==> src/rtl/wdg_pkg.sv <==
package wdg_pkg;
  typedef struct packed {
    logic run;
    logic long_sel;
    logic stop_ok;
  } wdg_opts_t;

  localparam logic [4:0] WDG_FILL     = 5'b10011;
  localparam wdg_opts_t  WDG_OPTS_RST = '{run: 1'b1, long_sel: 1'b1, stop_ok: 1'b0};
endpackage

==> src/rtl/wdg_opt_reg.sv <==
module wdg_opt_reg
  import wdg_pkg::*;
(
  input  logic       clk,
  input  logic       rst_n,
  input  logic       wr_en,
  input  logic [2:0] wr_bits,
  output wdg_opts_t  opts,
  output logic       locked,
  output logic [7:0] rd_val
);
  always_ff @(posedge clk or negedge rst_n) begin
    if (!rst_n) begin
      opts   <= WDG_OPTS_RST;
      locked <= 1'b0;
    end else if (wr_en && !locked) begin
      opts   <= wdg_opts_t'(wr_bits);
      locked <= 1'b1;
    end
  end

  assign rd_val = {opts, WDG_FILL};
endmodule

==> src/rtl/wdg_counter.sv <==
module wdg_counter #(
  parameter int SHORT_EXP = 13,
  parameter int LONG_EXP  = 18
) (
  input  logic clk,
  input  logic rst_n,
  input  logic run,
  input  logic long_sel,
  input  logic svc,
  output logic tmo_pulse
);
  localparam int CW = LONG_EXP;
  localparam logic [CW-1:0] LONG_LAST  = {CW{1'b1}};
  localparam logic [CW-1:0] SHORT_LAST = LONG_LAST >> (LONG_EXP - SHORT_EXP);

  logic [CW-1:0] cnt;
  logic [CW-1:0] last;
  logic          hit;

  // Compare with >= so that a period shortened mid-count still fires.
  assign last = long_sel ? LONG_LAST : SHORT_LAST;
  assign hit  = (cnt >= last);

  always_ff @(posedge clk or negedge rst_n) begin
    if (!rst_n) begin
      cnt       <= '0;
      tmo_pulse <= 1'b0;
    end else begin
      tmo_pulse <= 1'b0;
      if (!run || svc) begin
        cnt <= '0;
      end else if (hit) begin
        cnt       <= '0;
        tmo_pulse <= 1'b1;
      end else begin
        cnt <= cnt + 1'b1;
      end
    end
  end
endmodule

==> src/rtl/wdg_stop_guard.sv <==
module wdg_stop_guard (
  input  logic clk,
  input  logic rst_n,
  input  logic stop_try,
  input  logic stop_ok,
  output logic illop_req
);
  always_ff @(posedge clk or negedge rst_n) begin
    if (!rst_n) illop_req <= 1'b0;
    else        illop_req <= stop_try && !stop_ok;
  end
endmodule

==> src/rtl/sys_watchdog.sv <==
module sys_watchdog
  import wdg_pkg::*;
#(
  parameter int SHORT_EXP = 13,
  parameter int LONG_EXP  = 18
) (
  input  logic       clk,
  input  logic       rst_n,
  input  logic       cfg_we,
  input  logic [2:0] opt_wdata,
  output logic [7:0] cfg_rdata,
  input  logic       svc_strobe,
  input  logic       stop_try,
  output logic       rst_wdog,
  output logic       rst_illop
);
  wdg_opts_t opts;
  logic      opt_locked;

  wdg_opt_reg u_opts (
    .clk     (clk),
    .rst_n   (rst_n),
    .wr_en   (cfg_we),
    .wr_bits (opt_wdata),
    .opts    (opts),
    .locked  (opt_locked),
    .rd_val  (cfg_rdata)
  );

  wdg_counter #(.SHORT_EXP(SHORT_EXP), .LONG_EXP(LONG_EXP)) u_cnt (
    .clk       (clk),
    .rst_n     (rst_n),
    .run       (opts.run),
    .long_sel  (opts.long_sel),
    .svc       (svc_strobe),
    .tmo_pulse (rst_wdog)
  );

  wdg_stop_guard u_stop (
    .clk       (clk),
    .rst_n     (rst_n),
    .stop_try  (stop_try),
    .stop_ok   (opts.stop_ok),
    .illop_req (rst_illop)
  );
endmodule

==> config.mk <==
export PLATFORM = sky130hd
export DESIGN_NAME = sys_watchdog
export DESIGN_NICKNAME = d
export VERILOG_FILES = /design/src/rtl/wdg_pkg.sv /design/src/rtl/wdg_opt_reg.sv /design/src/rtl/wdg_counter.sv /design/src/rtl/wdg_stop_guard.sv /design/src/rtl/sys_watchdog.sv
export SDC_FILE = /design/constraint.sdc
export NUM_CORES = 1
export LEC_CHECK = 0
export ABC_CLOCK_PERIOD_IN_PS = 2400
export BUFFER_PORTS_ARGS = -buffer_cell sky130_fd_sc_hd__clkbuf_2
export CAP_MARGIN = 20
export CORE_MARGIN = 5
export CORE_UTILIZATION = 56
export DETAILED_ROUTE_END_ITERATION = 7
export PLACE_DENSITY = 0.77
export SLEW_MARGIN = 10
export SYNTH_ARGS = -nofsm -noshare
export SYNTH_HDL_FRONTEND = slang
export SYNTH_HIERARCHICAL = 1
export SYNTH_SLANG_ARGS = --single-unit
==> constraint.sdc <==
create_clock -name clk -period 2.4 [get_ports clk]
set_clock_uncertainty 0.2 [all_clocks]
set_input_delay 0.24 -clock clk [delete_from_list [all_inputs] [get_ports clk]]
set_output_delay 0.24 -clock clk [all_outputs]
set_load 0.1 [all_outputs]
==> results.json <==
{
  "layout-drive-gt1-share_pct": 19.0,
  "cts.clk_slew.worst_paths_ns": 0.13,
  "cts_setup_buffers": 0,
  "crit_type": "register to register",
  "cts_tree": "built",
  "synth_xor_area_share_pct": 9.45,
  "synth_compound_area_share_pct": 4.34,
  "reg2regPathDepth": 7,
  "final.min_clock_period_ns": 2.20,
  "power_density_nw_per_um2": 528,
  "final_max_slew_viol_count": 0,
  "final_util_pct": 64.7,
  "finalSetupViolations": 0,
  "cts.repair.resized": 0,
  "reg2reg_to": "u_cnt/cnt[17]",
  "clockRootBuffer": "clkbuf_4",
  "initial_core_util_pct": 58.7,
  "hold_viol": 0,
  "cp.required_ns": 2.44,
  "layout_setup_ws_ns": 0.198,
  "final_common_cell": "dfrtp_1",
  "htree_levels": 1,
  "die-height_um": 58.1,
  "synthSimpleGateAreaFrac_pct": 22.5,
  "synthAdderAreaFrac_pct": 5.79,
  "antenna_found_initial": 0,
  "grt_max_degree": 25,
  "hpwl_um": 1690,
  "seq_area_sq_um": 603,
  "worstHoldStart": "svc_strobe",
  "multiInputGateArea_sq_um": 609,
  "ff2ff_setup_slack_ns": 0.20,
  "drt_wl_total_um": 2270,
  "fp.coreArea_sq_um": 2210,
  "cp_max_fo": 17,
  "crit_buf_inv": 2,
  "synth-seq-area-share_pct": 46.5,
  "holdPathStages": 3,
  "drt_first_pass_iters": 4,
  "syn_inst": 126,
  "ctsHoldBuffers": 6,
  "detail-route-antenna-nets": 0,
  "die-area_sq_um": 3380,
  "path_delay_family": "compound AO/OA/AOI/OAI gates",
  "startpoint_type": "register",
  "reg2reg_from": "u_opts/opts[1]",
  "ioPinCount": 18,
  "holdCritPathClass": "primary input to register",
  "nFillCells": 167,
  "num_rows": 17,
  "slew_headroom_pct": 61.8,
  "cp_slowest_stage_delay_ns": 0.57,
  "mostFrequentLayoutCells": "dfrtp_1 (22), nor2_1 (18), clkbuf_2 (12), xnor2_1 (10), inv_1 (7)",
  "clock_sinks": 24,
  "peakVddDrop_mv": 0.360,
  "final_nets": 158,
  "dpl_cell_area_sq_um": 1350,
  "vias": 911,
  "synth_top_family_by_area": "simple AND/OR/NAND/NOR gates",
  "crit_slowest_cell": "dfstp_2",
  "drcViolationCount": 0,
  "diodes": 0,
  "gr-total-overflow": 0,
  "cts_buffers": 3,
  "syn_area_sq_um": 1300,
  "synthMuxAreaShare_pct": 3.47,
  "wl_per_cell_um": 13.4,
  "grt_first_pass_wirelength_um": 4040,
  "vias_per_cell": 5.36,
  "crit_chain": "inv_1 > ha_1 > a21oi_1 > o221ai_1 > a211o_1 > buf_4 > a21oi_1",
  "leakage_nw": 0.608,
  "setup_tns_ns": 0,
  "min_to": "u_cnt/tmo_pulse",
  "dp_slack_ns": 0.236,
  "syn_avg_cell_area_sq_um": 10.3,
  "arrival_ns": 2.25,
  "insertion_delay_ns": 0.31,
  "stdcell_area_sq_um": 1430,
  "layout-area-overhead-vs-synth_pct": 10.3,
  "grt_pass1_vias": 960,
  "maxCapViolations": 0,
  "place_congestion": 0.765,
  "drt_iter0_markers": 17,
  "tightest_slew_ns": 0.573,
  "crit_top_cell": "a21oi_1",
  "port_buffers": 12,
  "clock_tree.buffer_depth": 2,
  "rsz0062_at_grt": "no",
  "grt_usage_pct": 15.2,
  "status": "complete, no violations",
  "clock.fmax_mhz": 454,
  "ys_types": 29,
  "timing.final.crit_share_pct": 91.8,
  "die_width_um": 58.1,
  "ys_ff_latch": 24,
  "critPathCaptureType": "register",
  "hold_ws_ns": 0.0250,
  "yosys_warnings": 6
}
-- per-stage QoR --
step	instances	power (mW)
global route	170	0.789
CTS	170	0.767
global placement	161	0.581
detailed placement	161	0.586
floorplan	129	0.570
finish	170	0.755
-- power breakdown --
group | switching (mW) | internal [mW] | total, mW
clock | 0.111 | 0.0585 | 0.170
sequential | 0.00874 | 0.417 | 0.425
combinational | 0.125 | 0.0350 | 0.160
-- cell usage after synthesis --
| cell type | count | area share (%) |
|---|---|---|
| nor4_1 | 5 | 2.4 |
| buf_4 | 8 | 4.6 |
| o41ai_1 | 1 | 0.68 |
| o221ai_1 | 1 | 0.68 |
| xor2_1 | 4 | 2.7 |
| dfrtp_1 | 22 | 42 |
| a21oi_1 | 5 | 1.9 |
| nand4_1 | 4 | 1.9 |
| nand2b_1 | 1 | 0.48 |
| nand2_1 | 5 | 1.4 |
| or2_2 | 1 | 0.48 |
| mux2_4 | 3 | 3.5 |
| conb_1 | 2 | 0.58 |
| nor2b_4 | 2 | 2.1 |
| or3_1 | 2 | 0.96 |
| o21ai_0 | 1 | 0.39 |
| nand4_4 | 1 | 1.6 |
| nor3_1 | 4 | 1.5 |
| or4b_1 | 1 | 0.77 |
| buf_2 | 2 | 0.77 |
| nand3_1 | 5 | 1.9 |
| ha_1 | 6 | 5.8 |
| xnor2_1 | 10 | 6.7 |
| inv_1 | 7 | 2.0 |
| a211o_1 | 1 | 0.68 |
| dfstp_2 | 2 | 4.1 |
| or3_4 | 1 | 0.87 |
| nor2_1 | 18 | 5.2 |
| and4_1 | 1 | 0.68 |
-- tightest hold or removal path, stage by stage --
cell and delay [ns]:
clkbuf_2 0.07, nand2b_1 0.14, nor2_1 0.06
-- per-layer routing --
layer / GRT usage (%) / routed length [um] / vias up
li1: - / - / 449
met1: 18.5 / 986 / 443
met2: 27.1 / 1190 / 19
met3: 2.45 / 91 / 0
met4: 4.97 / 0 / 0
met5: 0 / 0 / -
-- worst max path at each step --
stage	start	to	slack, ns	depth (start not counted)
after floorplan	u_opts/opts[1]	u_cnt/cnt[10]	0.30	8
after global placement	u_opts/opts[1]	u_cnt/cnt[3]	0.32	7
after detailed placement	u_opts/opts[1]	u_cnt/cnt[17]	0.24	7
after CTS	u_opts/opts[1]	u_cnt/cnt[17]	0.21	7
after global routing	u_opts/opts[1]	u_cnt/cnt[3]	0.10	7
final	u_opts/opts[1]	u_cnt/cnt[17]	0.20	7
-- state kept, by name, summed over array words and instances, names as in the netlist --
| signal | cells |
|---|---|
| u_opts/opts | 3 |
| u_cnt/cnt | 18 |
| u_cnt/tmo_pulse | 1 |
| u_opts/locked | 1 |
| u_stop/illop_req | 1 |
-- kinds of logic (layout without fill, tap and decap cells) --
group / Yosys count / count (layout)
other: 2 / 5
and+or+nand+nor: 51 / 51
xor gates and xnor gates: 14 / 14
buffers and inverters: 17 / 30
DFF: 24 / 24
adders and majority gates: 6 / 6
muxes: 3 / 3
AOI/OAI and AO/OA: 9 / 9
-- final cells by class --
cell class	instances	area share, %
Sequential cell	24	42.1
Clock buffer	3	1.57
Timing Repair Buffer	20	9.44
Inverter	7	1.84
Tap cell	28	2.45
Multi-Input combinational cell	88	42.6
(Power assumes the default switching activity.)
